[src/rtl/osd_wr_pkg.sv]
package osd_wr_pkg;

   // Register indices on the host bus. Numbering is fixed by the host software contract.
   typedef enum logic [2:0] {
      REG_DHI  = 3'd0,
      REG_DLO  = 3'd1,
      REG_HZ   = 3'd2,
      REG_LHI  = 3'd3,
      REG_LLO  = 3'd4,
      REG_CTL  = 3'd5,
      REG_MASK = 3'd6,
      REG_CMD  = 3'd7
   } reg_idx_e;

   typedef enum logic [1:0] {
      ST_CLR   = 2'd0,
      ST_IDLE  = 2'd1,
      ST_ISSUE = 2'd2
   } seq_st_e;

   localparam int PIX_PER_WORD = 4;
   localparam int PIX_BITS     = 4;
   localparam int WORD_W       = PIX_PER_WORD * PIX_BITS;
   localparam int CTL_HSTEP    = 0;
   localparam int CTL_VSTEP    = 1;
   localparam int CMD_WRITE    = 0;

endpackage

[src/rtl/osd_low_pick.sv]
module osd_low_pick #(
   parameter  int N  = 8,
   localparam int IW = (N > 1) ? $clog2(N) : 1
) (
   input  logic [N-1:0]  vec,
   output logic [IW-1:0] idx
);

   always_comb begin
      idx = '0;
      for (int i = N - 1; i >= 0; i--) begin
         if (vec[i]) idx = IW'(i);
      end
   end

endmodule

[src/rtl/osd_host_regs.sv]
module osd_host_regs
   import osd_wr_pkg::*;
#(
   parameter int CH_N   = 8,
   parameter int LINE_W = 9,
   parameter int HQ_W   = 8
) (
   input  logic              clk,
   input  logic              rst_n,
   input  logic              acc_en,
   input  logic              hb_cs,
   input  logic              hb_wr,
   input  logic              hb_addr_sel,
   input  logic [7:0]        hb_ad,
   input  logic              step_pulse,
   output logic [7:0]        reg_rd,
   output logic [WORD_W-1:0] data_word,
   output logic [LINE_W-1:0] line_addr,
   output logic [HQ_W-1:0]   horiz_addr,
   output logic [CH_N-1:0]   ch_mask,
   output logic              cmd_start
);

   localparam int LO_W = (LINE_W > 8) ? 8 : LINE_W;

   logic [2:0]        ptr_q;
   logic [7:0]        dhi_q, dlo_q;
   logic [HQ_W-1:0]   hz_q;
   logic [LINE_W-1:0] ln_q, ln_load;
   logic              hstep_q, vstep_q;
   logic [CH_N-1:0]   mask_q;
   logic              wr_addr, wr_data;
   logic [7:0]        lhi_rd;
   reg_idx_e          sel;

   assign wr_addr = hb_cs & hb_wr &  hb_addr_sel & acc_en;
   assign wr_data = hb_cs & hb_wr & ~hb_addr_sel & acc_en;
   assign sel     = reg_idx_e'(ptr_q);

   generate
      if (LINE_W > 8) begin : g_line_wide
         always_comb begin
            ln_load = ln_q;
            if (wr_data && sel == REG_LHI) ln_load[LINE_W-1:8] = hb_ad[LINE_W-9:0];
            if (wr_data && sel == REG_LLO) ln_load[7:0] = hb_ad;
         end
         assign lhi_rd = 8'(ln_q[LINE_W-1:8]);
      end else begin : g_line_narrow
         always_comb begin
            ln_load = ln_q;
            if (wr_data && sel == REG_LLO) ln_load = hb_ad[LINE_W-1:0];
         end
         assign lhi_rd = 8'h00;
      end
   endgenerate

   always_ff @(posedge clk or negedge rst_n) begin
      if (!rst_n) begin
         ptr_q   <= '0;
         dhi_q   <= '0;
         dlo_q   <= '0;
         hz_q    <= '0;
         ln_q    <= '0;
         hstep_q <= 1'b0;
         vstep_q <= 1'b0;
         mask_q  <= '0;
      end else begin
         if (wr_addr) ptr_q <= hb_ad[2:0];
         if (wr_data) begin
            case (sel)
               REG_DHI:  dhi_q <= hb_ad;
               REG_DLO:  dlo_q <= hb_ad;
               REG_HZ:   hz_q  <= hb_ad[HQ_W-1:0];
               REG_CTL: begin
                  hstep_q <= hb_ad[CTL_HSTEP];
                  vstep_q <= hb_ad[CTL_VSTEP];
               end
               REG_MASK: mask_q <= hb_ad[CH_N-1:0];
               default: ;
            endcase
         end
         if (step_pulse && hstep_q) hz_q <= hz_q + 1'b1;
         if (step_pulse && vstep_q) ln_q <= ln_q + 1'b1;
         else                       ln_q <= ln_load;
      end
   end

   always_comb begin
      case (sel)
         REG_DHI:  reg_rd = dhi_q;
         REG_DLO:  reg_rd = dlo_q;
         REG_HZ:   reg_rd = 8'(hz_q);
         REG_LHI:  reg_rd = lhi_rd;
         REG_LLO:  reg_rd = 8'(ln_q[LO_W-1:0]);
         REG_CTL:  reg_rd = {6'b0, vstep_q, hstep_q};
         REG_MASK: reg_rd = 8'(mask_q);
         default:  reg_rd = 8'h00;
      endcase
   end

   assign cmd_start  = wr_data && sel == REG_CMD && hb_ad[CMD_WRITE];
   assign data_word  = {dhi_q, dlo_q};
   assign line_addr  = ln_q;
   assign horiz_addr = hz_q;
   assign ch_mask    = mask_q;

endmodule

[src/rtl/osd_wr_seq.sv]
module osd_wr_seq
   import osd_wr_pkg::*;
#(
   parameter  int CH_N   = 8,
   parameter  int LINE_W = 9,
   parameter  int HQ_W   = 8,
   localparam int CH_W   = (CH_N > 1) ? $clog2(CH_N) : 1,
   localparam int AW     = CH_W + LINE_W + HQ_W
) (
   input  logic              clk,
   input  logic              rst_n,
   input  logic              cmd_start,
   input  logic [CH_N-1:0]   ch_mask,
   input  logic [LINE_W-1:0] line_addr,
   input  logic [HQ_W-1:0]   horiz_addr,
   input  logic [WORD_W-1:0] data_word,
   input  logic              mem_gnt,
   output logic              mem_req,
   output logic [AW-1:0]     mem_addr,
   output logic [WORD_W-1:0] mem_wdata,
   output logic              ready,
   output logic              step_pulse,
   output logic              clr_active
);

   seq_st_e           st_q;
   logic [CH_W-1:0]   clr_c;
   logic [LINE_W-1:0] clr_l;
   logic [HQ_W-1:0]   clr_h;
   logic [CH_N-1:0]   rem_q, pick_oh;
   logic [CH_W-1:0]   pick_idx;
   logic              gnt_hit, last;

   osd_low_pick #(.N(CH_N)) u_pick (.vec(rem_q), .idx(pick_idx));

   assign pick_oh    = CH_N'(1) << pick_idx;
   assign last       = (rem_q & ~pick_oh) == '0;
   assign clr_active = st_q == ST_CLR;
   assign ready      = st_q == ST_IDLE;
   assign mem_req    = st_q != ST_IDLE;
   assign gnt_hit    = mem_req & mem_gnt;
   assign step_pulse = st_q == ST_ISSUE && gnt_hit && last;

   always_ff @(posedge clk or negedge rst_n) begin
      if (!rst_n) begin
         st_q  <= ST_CLR;
         clr_c <= '0;
         clr_l <= '0;
         clr_h <= '0;
         rem_q <= '0;
      end else begin
         case (st_q)
            ST_CLR: if (gnt_hit) begin
               clr_h <= clr_h + 1'b1;
               if (&clr_h) begin
                  clr_l <= clr_l + 1'b1;
                  if (&clr_l) begin
                     clr_c <= clr_c + 1'b1;
                     if (clr_c == CH_W'(CH_N - 1)) st_q <= ST_IDLE;
                  end
               end
            end
            ST_IDLE: if (cmd_start && |ch_mask) begin
               rem_q <= ch_mask;
               st_q  <= ST_ISSUE;
            end
            ST_ISSUE: if (gnt_hit) begin
               rem_q <= rem_q & ~pick_oh;
               if (last) st_q <= ST_IDLE;
            end
            default: st_q <= ST_IDLE;
         endcase
      end
   end

   always_comb begin
      if (clr_active) begin
         mem_addr  = {clr_c, clr_l, clr_h};
         mem_wdata = '0;
      end else begin
         mem_addr  = {pick_idx, line_addr, horiz_addr};
         mem_wdata = data_word;
      end
   end

endmodule

[src/rtl/osd_host_wr_port.sv]
module osd_host_wr_port
   import osd_wr_pkg::*;
#(
   parameter  int CH_N   = 8,
   parameter  int LINE_W = 9,
   parameter  int HQ_W   = 8,
   localparam int CH_W   = (CH_N > 1) ? $clog2(CH_N) : 1,
   localparam int AW     = CH_W + LINE_W + HQ_W,
   localparam int CFG_W  = WORD_W + LINE_W + HQ_W + CH_N
) (
   input  logic              clk,
   input  logic              rst_n,
   input  logic              hb_cs,
   input  logic              hb_wr,
   input  logic              hb_rd,
   input  logic              hb_addr_sel,
   input  logic [7:0]        hb_ad,
   output logic [7:0]        hb_rd_data,
   output logic              hb_rdy,
   output logic              mem_req,
   output logic [AW-1:0]     mem_addr,
   output logic [WORD_W-1:0] mem_wdata,
   input  logic              mem_gnt
);

   generate
      if (CH_N < 1 || CH_N > 8) begin : g_bad_ch
         $error("CH_N must lie in 1..8 to fit the mask byte");
      end
      if (LINE_W < 1 || LINE_W > 16) begin : g_bad_line
         $error("LINE_W must lie in 1..16 to fit two address bytes");
      end
      if (HQ_W < 1 || HQ_W > 8) begin : g_bad_hz
         $error("HQ_W must lie in 1..8 to fit one address byte");
      end
      if (WORD_W != 16) begin : g_bad_word
         $error("quad-pixel word must be two bytes");
      end
   endgenerate

   logic [7:0]        reg_rd;
   logic [WORD_W-1:0] data_word;
   logic [LINE_W-1:0] line_addr;
   logic [HQ_W-1:0]   horiz_addr;
   logic [CH_N-1:0]   ch_mask;
   logic              cmd_start, step_pulse, clr_active;
   logic [CFG_W-1:0]  cfg_view;

   osd_host_regs #(.CH_N(CH_N), .LINE_W(LINE_W), .HQ_W(HQ_W)) u_regs (
      .clk(clk), .rst_n(rst_n), .acc_en(hb_rdy),
      .hb_cs(hb_cs), .hb_wr(hb_wr), .hb_addr_sel(hb_addr_sel), .hb_ad(hb_ad),
      .step_pulse(step_pulse), .reg_rd(reg_rd), .data_word(data_word),
      .line_addr(line_addr), .horiz_addr(horiz_addr), .ch_mask(ch_mask),
      .cmd_start(cmd_start)
   );

   osd_wr_seq #(.CH_N(CH_N), .LINE_W(LINE_W), .HQ_W(HQ_W)) u_seq (
      .clk(clk), .rst_n(rst_n), .cmd_start(cmd_start), .ch_mask(ch_mask),
      .line_addr(line_addr), .horiz_addr(horiz_addr), .data_word(data_word),
      .mem_gnt(mem_gnt), .mem_req(mem_req), .mem_addr(mem_addr),
      .mem_wdata(mem_wdata), .ready(hb_rdy), .step_pulse(step_pulse),
      .clr_active(clr_active)
   );

   assign hb_rd_data = (hb_cs && hb_rd) ? reg_rd : 8'h00;
   assign cfg_view   = {data_word, line_addr, horiz_addr, ch_mask};

endmodule

[config.mk]
export PLATFORM = sky130hd
export DESIGN_NAME = osd_host_wr_port
export DESIGN_NICKNAME = d
export VERILOG_FILES = /design/src/rtl/osd_wr_pkg.sv /design/src/rtl/osd_low_pick.sv /design/src/rtl/osd_host_regs.sv /design/src/rtl/osd_wr_seq.sv /design/src/rtl/osd_host_wr_port.sv
export SDC_FILE = /design/constraint.sdc
export NUM_CORES = 1
export LEC_CHECK = 0
export ABC_AREA = 1
export BUFFER_PORTS_ARGS = -buffer_cell sky130_fd_sc_hd__buf_2
export CAP_MARGIN = 10
export CORE_MARGIN = 3
export CORE_UTILIZATION = 52
export DETAILED_ROUTE_END_ITERATION = 8
export HOLD_SLACK_MARGIN = 0.06
export PLACE_DENSITY = 0.76
export SETUP_SLACK_MARGIN = 0.2
export SLEW_MARGIN = 20
export SYNTH_ARGS = -nofsm -noshare
export SYNTH_HDL_FRONTEND = slang
export SYNTH_SLANG_ARGS = --single-unit
[constraint.sdc]
create_clock -name clk -period 2.2 [get_ports clk]
set_clock_uncertainty 0.2 [all_clocks]
set_input_delay 0.22 -clock clk [delete_from_list [all_inputs] [get_ports clk]]
set_output_delay 0.22 -clock clk [all_outputs]
set_load 0.03 [all_outputs]
* After elaboration in Yosys (flattened, before gate mapping)
Cells that the tools add are included.
** Cells by class
- Add/sub/neg operators :: 5
- $mul :: 0
- Div/mod/pow operators :: 0
- $lt $le $gt $ge :: 0
- Eq/ne operators :: 18
- Shift operators :: 1
- Muxes and demuxes :: 29
- Bitwise logic cells :: 9
- Reductions and logical operators :: 31
** Operators with widths (number)
- 8-bit 2-to-1 mux :: 7
- 8-bit case mux with 7 select lines :: 1
- 3-bit 2-to-1 mux :: 8
- 20-bit 2-to-1 mux :: 1
- 19-bit AND reduction :: 1
- 9-bit by 1-bit adder with 9-bit output, second input constant :: 2
- 8-bit by 1-bit adder with 8-bit output, second input constant :: 2
- 16-bit 2-to-1 mux :: 1
- 2-bit by 1-bit != test with 1-bit output, second input constant :: 8
- 8-bit case mux with 2 select lines :: 1
- 3-bit == test, second input constant :: 5
- 2-bit 2-to-1 mux :: 7
- 2-bit AND reduction :: 6
- 1-bit logical AND :: 10
- 10-bit AND reduction :: 1
- 2-bit nonzero test :: 5
- 9-bit 2-to-1 mux :: 1
- 9-bit AND reduction :: 1
- 8-bit bitwise AND :: 1
- 8-bit logical NOT :: 1
- 8-bit inverter :: 1
- 8-bit AND reduction :: 1
- 8-bit OR reduction :: 1
- 1-bit by 3-bit << shifter with 8-bit output, first input constant :: 1
- other kinds (13) :: 19
** Word-level totals
- Flip-flop bits (word level) :: 76
- Latch bits :: 0
- Bits in writable memories :: 0
- Bits in read-only memories :: 0
- Input bits :: 15
- Logic and storage cells :: 107
- Memories kept :: 0

* Longest topological paths before layout
Gate-level depths: netlist of the first run.
- Depth after elaboration :: 16
- Gate-level depth with buffers :: 16

* Cells and area by module
A second synthesis of the first run with hierarchy kept.
** Unflattened totals
- Cell total of the unflattened synthesis :: 730
- Area total of the unflattened synthesis :: 4949.7 um2
** Modules (own cells, without submodules)
- osd_host_regs :: times used 1, cells each 390, area each 2695.1 um2
- osd_wr_seq :: times used 1, cells each 304, area each 2093.3 um2
- osd_low_pick :: times used 1, cells each 19, area each 95.1 um2
- osd_host_wr_port :: times used 1, cells each 17, area each 66.3 um2

* Worst setup path before layout of the first run
Ideal clock, no wire load.
- Kind :: reg-to-reg
- Start :: register u_seq.st_q[1]
- End :: register u_seq.clr_l[6]
- Setup time :: 123 ps
- Arrival time :: 2061 ps
- Slack :: -183 ps
- Cell stages (with the launch flop) :: 14
- Path buffers :: 0
- Cell sequence :: dfrtp_1 inv_1 ha_1 inv_2 nand2_2 inv_2 nand2_2 nor3_2 nand2_1 nor2_2 nand3_1 nor2_1 nand3_1 xnor2_1
** Between the ends
- Longest elaborated chain between the ends :: 3
- Elaborated cells on any way between the ends :: 4
- Classes of those cells :: eq/ne (1); bitwise (1); reduce/logical (2)
** Ends and longest elaborated chain
- from (decl) :: line osd_wr_seq.sv:26 : seq_st_e st_q;
- from (signal assigned) :: line osd_wr_seq.sv:46 : st_q <= ST_CLR;
- from (signal assigned) :: line osd_wr_seq.sv:59 : if (clr_c == CH_W'(CH_N - 1)) st_q <= ST_IDLE;
- from (signal assigned) :: line osd_wr_seq.sv:65 : st_q <= ST_ISSUE;
- 2-bit by 1-bit != test with 1-bit output :: line osd_wr_seq.sv:40 : assign mem_req = st_q != ST_IDLE;
- via mem_req :: line osd_host_wr_port.sv:20 : output logic mem_req,
- 1-bit bitwise AND :: line osd_wr_seq.sv:41 : assign gnt_hit = mem_req & mem_gnt;
- 10-bit AND reduction (no source line)
- to (signal assigned) :: line osd_wr_seq.sv:56 : clr_l <= clr_l + 1'b1;
- to (decl) :: line osd_wr_seq.sv:28 : logic [LINE_W-1:0] clr_l;
The timed path passes the listed nets, and every way through them passes these cells.
A chain may end at the register's enable or synchronous reset.

* Final worst setup path of the first run
- Start :: register u_seq.clr_l[7]
- End :: register u_seq.st_q[0]
** Between the ends
- Longest elaborated chain between the ends :: 3
** Ends and longest elaborated chain
- 9-bit AND reduction :: line osd_wr_seq.sv:57 : if (&clr_l) begin
- 2-bit by 1-bit != test with 1-bit output (no source line)
- 7-bit AND reduction (no source line)
- to (signal assigned) :: line osd_wr_seq.sv:59
- to (signal assigned) :: line osd_wr_seq.sv:65
- to (signal assigned) :: line osd_wr_seq.sv:69 : if (last) st_q <= ST_IDLE;
Every way passes these cells.

==> results of run 1 <==
## synthesized netlist by cell type (3+ instances only)
library cell / instances / area (um^2)
nor4_1: 5 / 31.3
nand4_1: 5 / 31.3
o22ai_1: 11 / 68.8
xor2_1: 21 / 184
inv_2: 4 / 15.0
nor2_4: 3 / 33.8
clkbuf_1: 10 / 37.5
mux2_2: 4 / 45.0
inv_1: 77 / 289
buf_6: 3 / 33.8
a211oi_1: 6 / 45.0
nand2_1: 159 / 597
nor2_1: 42 / 158
nand2_2: 4 / 25.0
dfrtp_1: 76 / 1900
a21oi_1: 4 / 20.0
nor3_1: 14 / 70.1
nand3_1: 55 / 275
o21ai_0: 65 / 325
xnor2_1: 5 / 43.8
nor2_2: 6 / 37.5
ha_1: 10 / 125
## per-stage QoR
step	std cells	hold slack, ns
global route	872	0.0706
global placement	779	-0.0842
detailed placement	779	-0.0892
floorplan	606	-0.276
CTS	845	0.0852
finish	872	0.0502
## layout make-up
class / count / area, um^2 / share of cell area [%]
Multi-Input combinational cell: 436 / 3370 / 44.2
Sequential cell: 76 / 1910 / 25.0
Timing Repair Buffer: 158 / 1640 / 21.5
Inverter: 81 / 327 / 4.28
Clock buffer: 12 / 155 / 2.03
Tap cell: 105 / 131 / 1.72
Clock inverter: 4 / 95.1 / 1.25
## cell usage in the layout, fill, tap and decap left out, types with 15 or more instances in the layout
| cell | n |
|---|---|
| nand2_1 | 108 |
| o21ai_0 | 34 |
| buf_4 | 62 |
| nor2_2 | 19 |
| inv_1 | 66 |
| dfrtp_1 | 71 |
| buf_6 | 54 |
| nand3_1 | 21 |
| buf_2 | 15 |
| xor2_1 | 20 |
| nand2_4 | 21 |
| nand3_2 | 26 |
| nand2_2 | 34 |
| nor2_4 | 19 |
## worst max-delay path by stage
stage | cells past startpoint | to | slack [ns] | start
after floorplan | 6 | mem_addr[0] | 0.08 | u_seq.st_q[0]
after global placement | 14 | u_regs.line_addr[6] | 0.09 | u_seq.rem_q[0]
after detailed placement | 11 | u_seq.st_q[1] | 0.05 | u_seq.clr_l[0]
after CTS | 6 | hb_rd_data[0] | 0.003 | u_regs.ptr_q[0]
after global routing | 11 | u_seq.st_q[0] | -0.47 | u_seq.clr_l[0]
final | 10 | u_seq.st_q[0] | -0.38 | u_seq.clr_l[7]
## routing by layer
| metal | up-vias | GRT usage, % | share of wire, % |
|---|---|---|---|
| met1 | 2687 | 43.1 | 32 |
| met2 | 534 | 57.1 | 46 |
| met5 | - | 0 | 0 |
| li1 | 2300 | - | - |
| met3 | 224 | 7.29 | 11 |
| met4 | 0 | 19.5 | 10 |
## cell families (layout without fill, tap and decap cells)
logic type | count (synthesis) | in the layout | share of synthesized area (%)
buffers and inverters | 96 | 255 | 8.51
DFF | 76 | 76 | 42.0
AOI/OAI and AO/OA | 96 | 96 | 11.8
xor gates and xnor gates | 26 | 26 | 5.03
adders and majority gates | 10 | 10 | 2.76
muxes | 4 | 4 | 0.995
and+or+nand+nor | 298 | 300 | 28.9
## state kept, by name, summed over array words and instances, names as in the netlist
signal	count
u_regs.horiz_addr	8
u_regs.ptr_q	3
u_regs.ch_mask	8
u_regs.vstep_q	1
u_seq.clr_h	8
u_seq.clr_l	9
u_regs.hstep_q	1
u_regs.dlo_q	8
u_regs.line_addr	9
u_seq.st_q	2
u_regs.dhi_q	8
u_seq.rem_q	8
u_seq.clr_c	3
## timing repair
item / 4_1_cts / 5_1_grt
setup endpoints to repair: 79 / 109
gates resized for setup: 157 / 240
endpoints found under the hold margin: 105 / 0
buffers inserted: 32 / 25
cloned: 9 / 2
pin swaps: 38 / 40
hold buffers: 9 / 0
## worst reg2reg max path, delay by kind of cell (launching register included)
kind / cells / cell delay [ns]
adders and majority gates: 1 / 0.25
and+or+nand+nor: 6 / 1.21
buffers and inverters: 1 / 0.17
AOI/OAI and AO/OA: 2 / 0.25
DFF: 1 / 0.41
## power groups by stage
stage	logic, mW	clock network (mW)	registers (mW)
after detailed placement	0.630	0	1.60
after global routing	1.01	1.43	1.63
after floorplan	0.416	0	1.57
final	0.977	1.40	1.63
after CTS	0.790	1.34	1.58
after global placement	0.614	0	1.59
==> results.json, run 1 <==
{
  "worst_slew_pin_slew_ns": 0.856,
  "cp_cell_sequence": "inv_1 > nor4_4 > ha_2 > nand4_1 > nor4_2 > nand2_1 > a21oi_2 > nand2_2 > nand2_1 > o21ai_1",
  "grt_antenna_before_repair": 0,
  "port_buffers": 60,
  "grt_overflow_total": 0,
  "initial_core_util_pct": 54.3,
  "clkTransAtPathRegs_ns": 0.10,
  "status": "complete, but fails checks",
  "setup_slack_ns": -0.381,
  "path_buf_inv": 1,
  "grt_max_degree": 60,
  "coreArea_mm2": 0.00834,
  "yosys.cell_types.count": 33,
  "fill_cells": 305,
  "io_pins": 61,
  "critPathMaxStageDelay_ns": 0.41,
  "internal-power_mw": 2.67,
  "cts_max_path_buffers": 2,
  "ys_ff_latch": 76,
  "routed-via-count": 5745,
  "cts_tree": "done",
  "avgRoutedWirePerCell_um": 25.6,
  "final_area_mm2": 0.00762,
  "rr_endpoint": "u_seq.st_q[0]",
  "synth_nets": 631,
  "max_freq_mhz": 387,
  "hold_path.class": "primary input to async pin",
  "hold_viol": 0,
  "dp_slack_ns": 0.0486,
  "place_area_mm2": 0.00518,
  "crit_slowest_cell": "dfrtp_1",
  "vdd_ir_drop_max_mv": 0.489,
  "antenna_left": 0,
  "final_util_pct": 91.4,
  "rsz0062_at_grt": "yes",
  "clkLatencyLatePin_ns": 0.38,
  "track_usage_pct": 34.9,
  "clock_sinks": 76,
  "p_sw_share_pct": 33.3,
  "p_comb_share_pct": 24.4,
  "violations": "setup timing",
  "syn_area_mm2": 0.00453,
  "crit_fanout": 4,
  "slew_headroom_pct": 43.0,
  "gp_congestion": 0.908,
  "finalWirelength_um": 22300,
  "critical_path_arrival_ns": 2.65,
  "cp_common_cell": "nand2_1",
  "power.total_mw": 4.01,
  "die_w_um": 99.3,
  "r2r_start": "u_seq.clr_l[7]",
  "num_antenna_cells": 0,
  "cts_buffers": 9,
  "rr_worst_depth": 10,
  "placementRows": 33,
  "final_nets": 787,
  "cts-root-buf": "clkbuf_8",
  "cp_top_family": "simple AND/OR/NAND/NOR gates",
  "syn_avg_cell_area_um2": 7.47,
  "synth_warnings": 0,
  "power.net_switching_mw": 1.33,
  "startpoint_type": "flop",
  "maxCapViolCount": 0,
  "die_area_mm2": 0.00986,
  "p_seq_share_pct": 40.6,
  "syn2layout_area_growth_pct": 68.4,
  "firstDrtPassIters": 7,
  "pwr-share-clk_pct": 35.0,
  "viasPerCell": 6.59,
  "worstPathRequired_ns": 2.27,
  "power_density_mw_per_mm2": 525,
  "fin_crit_sh_pct": 117,
  "drive_gt1_share_pct": 49.3,
  "ys.flop_type": "dfrtp_1",
  "setup_tns_ns": -3.37,
  "dp_hpwl_um": 9830,
  "htree_num_levels": 3,
  "synthArstFlopShare_pct": 100,
  "drv_slew": 0,
  "synth_edf_count": 0,
  "first_global_vias": 5145,
  "yosysSeqAreaShare_pct": 42.0,
  "final-setup-viol-count": 38,
  "min_period_ns": 2.58,
  "r2r_slack_ns": -0.38,
  "critical_path_class": "flop to flop",
  "power_leakage_nw": 3.39,
  "grt_pass1_wl_um": 26900,
  "die_h_um": 99.3,
  "drc_errors": 0,
  "endpoint_kind": "flop",
  "first_iter_violations": 801,
  "synthCells": 606
}
No activity file was read; power rests on OpenSTA's default activity.
==> inputs of run 2 (changes only) <==
Settings changed: SETUP_SLACK_MARGIN 0.2 to not set.
==> run 2 against run 1 <==
Against the previous run:
- the flow still finishes with violations (setup timing)
- total power shrank 13%
- global-route usage is 6.3 points lower
- first-iteration DRC count is 47% lower
- combinational power shrank 37%
- routed wire length decreased by 34%
- sequential power fell by 4%
- clock power down 8%
- sequential share of layout area grew 6.3 points
- non-clock buffer count shrank 52
- count of clock-buffer cells in the layout shrank 1
- die area unchanged
==> results.json, run 2 (synthesis gave the netlist of run 1 again) <==
{
  "drv_slew": 0,
  "final_area_mm2": 0.00608,
  "critical_path_arrival_ns": 1.85,
  "drive_gt1_share_pct": 30.4,
  "grt_overflow_total": 0,
  "first_global_vias": 4405,
  "dp_slack_ns": -0.0246,
  "vdd_ir_drop_max_mv": 0.294,
  "crit_fanout": 8,
  "initial_core_util_pct": 54.3,
  "grt_antenna_before_repair": 0,
  "endpoint_kind": "primary output",
  "layout_commonest_cell": "nand2_1",
  "die_area_mm2": 0.00986,
  "clkLatencyLatePin_ns": 0.35,
  "track_usage_pct": 28.7,
  "critical_path_class": "flop to primary output",
  "htree_num_levels": 3,
  "cts_tree": "done",
  "rsz0062_at_grt": "yes",
  "worst_slew_pin_slew_ns": 0.535,
  "min_period_ns": 2.27,
  "dp_cells": 775,
  "power_leakage_nw": 2.85,
  "cp_cell_sequence": "buf_6 > nor2_4 > nand2_4 > o22ai_4 > a211oi_2 > nor2_1 > buf_4",
  "finalWirelength_um": 14700,
  "port_buffers": 60,
  "io_pins": 61,
  "violations": "setup timing",
  "hold_viol": 0,
  "avgRoutedWirePerCell_um": 17.9,
  "grt_pass1_wl_um": 22400,
  "clkTransAtPathRegs_ns": 0.08,
  "cts_max_path_buffers": 2,
  "final_nets": 734,
  "drc_errors": 0,
  "clock_sinks": 76,
  "dp_hpwl_um": 9840,
  "worstPathRequired_ns": 1.78,
  "hold_path.class": "primary input to async pin",
  "routed-via-count": 4766,
  "critPathMaxStageDelay_ns": 0.46,
  "num_antenna_cells": 0,
  "die_h_um": 99.3,
  "placementRows": 33,
  "cts_buffers": 9,
  "slew_headroom_pct": 64.3,
  "stdcell_count": 819,
  "startpoint_type": "flop",
  "final-setup-viol-count": 7,
  "setup_slack_ns": -0.0728,
  "gp_congestion": 1.03,
  "firstDrtPassIters": 6,
  "grt_max_degree": 43,
  "syn2layout_area_growth_pct": 34.3,
  "fill_cells": 644,
  "max_freq_mhz": 440,
  "first_iter_violations": 428,
  "cts-root-buf": "clkbuf_8",
  "crit_slowest_cell": "dfrtp_2",
  "maxCapViolCount": 0,
  "coreArea_mm2": 0.00834,
  "die_w_um": 99.3,
  "power_density_mw_per_mm2": 573,
  "final_cell_mix": "nand2_1 (147), dfrtp_1 (72), inv_1 (68), o21ai_0 (59)",
  "status": "complete, but fails checks",
  "place_area_mm2": 0.00507,
  "antenna_left": 0,
  "viasPerCell": 5.82,
  "fin_crit_sh_pct": 103
}
==> run 2: cell count changes in the layout (fill, tap and decap cells not counted), sizes merged <==
cell / previous run / this run
buf: 148 / 96
clkbuf: 13 / 12
clkinv: 2 / 3
nand2: 167 / 166
==> run 2: layout make-up <==
| class | count | area (um^2) | share of cell area [%] |
|---|---|---|---|
| Multi-Input combinational cell | 435 | 2670 | 44.0 |
| Sequential cell | 76 | 1910 | 31.4 |
| Timing Repair Buffer | 106 | 812 | 13.4 |
| Inverter | 81 | 324 | 5.33 |
| Clock buffer | 11 | 131 | 2.16 |
| Tap cell | 105 | 131 | 2.16 |
| Clock inverter | 5 | 100 | 1.65 |
==> run 2: worst paths after layout <==
path | end | slack [ns] | start | cells past startpoint
setup / recovery | hb_rd_data[6] | -0.07 | u_regs.ptr_q[0] | 7
hold / removal | u_seq.clr_c[2] | 0.17 | rst_n | 2
min in group clk | u_regs.ptr_q[1] | 0.17 | hb_addr_sel | 3
max in group asynchronous | u_regs.ptr_q[0] | 1.01 | rst_n | 3
hold reg to reg | u_regs.dhi_q[7] | 0.30 | u_regs.dhi_q[7] | 2
setup reg to reg | u_regs.horiz_addr[5] | -0.01 | u_seq.rem_q[3] | 14
==> run 2: timing repair <==
| item | in CTS | in global routing |
|---|---|---|
| hold buffers | 9 | 0 |
| setup endpoints to repair | 25 | 51 |
| buffers inserted | 3 | 14 |
| hold endpoints to repair | 75 | 0 |
| pin swaps | 2 | 27 |
| cloned | 0 | 2 |
| gates resized for setup | 35 | 103 |
==> run 2: worst max-delay path: cells and delay by family (launching register included) <==
kind / cells / cell delay [ns]
DFF: 1 / 0.46
and+or+nand+nor: 3 / 0.45
buffers and inverters: 2 / 0.33
AOI/OAI and AO/OA: 2 / 0.28
==> run 2: metal layers <==
layer | GRT usage, % | wire (um) | vias to the layer above
met2 | 44.2 | 6900 | 272
met3 | 5.05 | 1300 | 50
met1 | 39.4 | 5970 | 2259
met4 | 13.4 | 510 | 0
li1 | - | - | 2185
met5 | 0 | 0 | -
==> run 2: through the flow <==
step                      utilization, %  hold slack [ns]  TNS [ns]  power (mW)
final                               72.9            0.170    -0.189        3.48
after global routing                72.9            0.193     -2.50        3.63
after CTS                           66.2            0.128  -0.00577        3.48
after detailed placement            60.8           0.0228   -0.0430        2.19
after global placement              60.8           0.0189         0        2.18
after floorplan                        -           -0.276  -0.00909        1.96
==> run 2: where the power goes <==
part           total (mW)  switching (mW)  internal [mW]
logic               0.619           0.414          0.206
registers            1.57          0.0996           1.47
clock network        1.29           0.538          0.752
total                3.48            1.05           2.43
==> inputs of run 3 (changes only) <==
==> constraint.sdc (replaced) <==
create_clock -name clk -period 2.2 [get_ports clk]
set_clock_uncertainty 0.2 [all_clocks]
set_input_delay 0.22 -clock clk [delete_from_list [all_inputs] [get_ports clk]]
set_output_delay 0.22 -clock clk [all_outputs]
set_load 0.1 [all_outputs]
==> run 3 against run 2 <==
Against the previous run:
- the flow finishes with violations (DRC, setup timing)
- combinational power increased by 130%
- register-to-register slack worse by 0.18 ns
- first-iteration DRC count up 72%
- cell count is 1.8% higher
- non-clock buffer count up 14
- cell area rose by 20%
- setup slack got worse by 0.16 ns
- sequential cell count stayed put
- largest cell class unchanged
==> results.json, run 3 (synthesis gave the netlist of run 1 again) <==
{
  "final-setup-viol-count": 31,
  "clock_sinks": 76,
  "avgRoutedWirePerCell_um": 23.6,
  "fill_cells": 363,
  "routed-via-count": 5459,
  "power_leakage_nw": 3.15,
  "layout_commonest_cell": "nand2_1",
  "hold_ws_ns": 0.151,
  "internal-power_mw": 2.63,
  "cts_buffers": 9,
  "vdd_ir_drop_max_mv": 0.546,
  "hold_viol": 0,
  "p_comb_share_pct": 33.2,
  "grt_pass1_wl_um": 24200,
  "final_nets": 749,
  "first_iter_violations": 736,
  "worstPathRequired_ns": 1.78,
  "coreArea_mm2": 0.00834,
  "cts_tree": "done",
  "antenna_left": 0,
  "cp_top_family": "flip-flops",
  "clkLatencyLatePin_ns": 0.37,
  "num_antenna_cells": 0,
  "wl_met1_um": 6720,
  "place_area_mm2": 0.00618,
  "status": "complete, but fails checks",
  "top_layer": "met4",
  "grt_overflow_total": 0,
  "critical_path_class": "flop to primary output",
  "critPathMaxStageDelay_ns": 0.53,
  "fin_crit_sh_pct": 111,
  "firstDrtPassIters": 9,
  "power.net_switching_mw": 1.68,
  "final_area_mm2": 0.00729,
  "max_freq_mhz": 411,
  "track_usage_pct": 31.4,
  "crit_fanout": 6,
  "maxCapViolCount": 0,
  "r2r_slack_ns": -0.19,
  "port_buffers": 60,
  "p_sw_share_pct": 39.0,
  "violations": "DRC, setup timing",
  "met2_length_um": 8980,
  "drive_gt1_share_pct": 40.6,
  "first_global_vias": 4684,
  "cp_cell_sequence": "inv_4 > nor3_4 > buf_6 > inv_1 > o22ai_2 > a211oi_2 > nor2_4 > buf_12",
  "grt_antenna_before_repair": 0,
  "crit_slowest_cell": "dfrtp_2",
  "clkTransAtPathRegs_ns": 0.10,
  "dp_hpwl_um": 10400,
  "startpoint_type": "flop",
  "cts-root-buf": "clkbuf_8",
  "critical_path_arrival_ns": 2.02,
  "route.met3.wl_um": 2300,
  "grt_max_degree": 35,
  "die_h_um": 99.3,
  "syn2layout_area_growth_pct": 61.0,
  "die_area_mm2": 0.00986,
  "min_period_ns": 2.44,
  "io_pins": 61,
  "pwr-share-clk_pct": 29.7,
  "path_buf_inv": 4,
  "gp_congestion": 1.01,
  "hold_path.class": "primary input to async pin",
  "worst_slew_pin_slew_ns": 0.751,
  "placementRows": 33,
  "initial_core_util_pct": 54.3,
  "power_density_mw_per_mm2": 591,
  "drv_slew": 0,
  "endpoint_kind": "primary output",
  "cts_max_path_buffers": 2,
  "die_w_um": 99.3,
  "htree_num_levels": 3,
  "drc_errors": 1,
  "final_cell_mix": "nand2_1 (140), dfrtp_1 (71), inv_1 (67), buf_12 (47), o21ai_0 (42)",
  "rsz0062_at_grt": "yes",
  "p_seq_share_pct": 37.0,
  "setup_slack_ns": -0.235,
  "finalWirelength_um": 19700,
  "slew_headroom_pct": 49.9,
  "viasPerCell": 6.55
}
==> run 3: changes by cell type in the layout (fill, tap and decap cells not counted), moves of 4 or more <==
cell | before | now
nor2_1 | 39 | 14
nand3_1 | 38 | 28
o21ai_4 | 0 | 11
o21ai_0 | 59 | 42
buf_12 | 4 | 47
buf_2 | 43 | 16
buf_4 | 43 | 38
buf_6 | 3 | 7
nand3_2 | 15 | 26
nand2_1 | 147 | 140
o21ai_2 | 6 | 12
nand2_2 | 13 | 19
nor2_4 | 5 | 30
==> run 3: worst register-to-register path, stage by stage, from the launching register on <==
cell and delay (ns):
dfrtp_1 0.42, nor2_4 0.14, buf_6 0.11, nand2_2 0.05
nor2_2 0.11, nand3_1 0.10, nand2_1 0.10, nand2_1 0.08
nor2_2 0.15, nand2_2 0.09, nor2_4 0.14, buf_12 0.18
nand2_4 0.11, nand3_1 0.15, nand3_1 0.12
==> run 3: layout make-up <==
cell class / instances / area [um^2] / share of cell area [%]
multi-input cells: 436 / 3140 / 43.1
clock inverters: 5 / 82.6 / 1.13
well taps: 105 / 131 / 1.80
flip-flops and latches: 76 / 1910 / 26.2
repair buffers: 120 / 1550 / 21.3
inverters: 81 / 334 / 4.58
clock buffers: 11 / 141 / 1.94
==> run 3: power by group through the flow <==
| stage | combinational, mW | clock [mW] | sequential (mW) |
|---|---|---|---|
| floorplan | 0.875 | 0 | 1.57 |
| global placement | 1.36 | 0 | 1.60 |
| detailed placement | 1.38 | 0 | 1.60 |
| CTS | 1.39 | 1.23 | 1.58 |
| global route | 1.49 | 1.33 | 1.60 |
| finish | 1.43 | 1.28 | 1.60 |
==> run 3: worst paths after layout <==
path                       cells past startpoint             from                  end
max reg2reg                                   14   u_seq.rem_q[1]  u_regs.line_addr[5]
min in group clk                               3      hb_addr_sel      u_regs.ptr_q[2]
max                                            8  u_regs.ptr_q[2]        hb_rd_data[6]
max in group asynchronous                      3            rst_n       u_seq.clr_l[5]
min reg2reg                                    2  u_regs.dlo_q[6]      u_regs.dlo_q[6]
min                                            2            rst_n       u_seq.clr_c[2]
==> run 3: per-layer routing <==
metal	track usage [%]	vias to the layer above
li1	-	2210
met1	40.7	2553
met2	50.4	525
met3	5.82	171
met4	16.1	0
met5	0	-
==> run 3: metrics by stage <==
stage / util (%) / setup TNS (ns) / std cells / power, mW / setup WS, ns
6_report: 87.4 / -3.42 / 834 / 4.31 / -0.235
5_1_grt: 87.4 / -5.48 / 834 / 4.42 / -0.291
4_1_cts: 79.8 / -0.288 / 812 / 4.20 / -0.0939
3_5_place_dp: 74.0 / -0.00846 / 783 / 2.98 / -0.00846
3_3_place_gp: 74.0 / 0 / 783 / 2.96 / 0.0807
2_1_floorplan: - / -1.31 / 606 / 2.45 / -0.225
==> run 3: what timing repair did <==
item / 4_1_cts / 5_1_grt
resized for setup: 37 / 106
endpoints found under the setup margin: 43 / 85
gates cloned: 0 / 5
hold buffers: 9 / 0
endpoints found under the hold margin: 94 / 0
pin swaps: 4 / 36
buffers inserted: 5 / 18
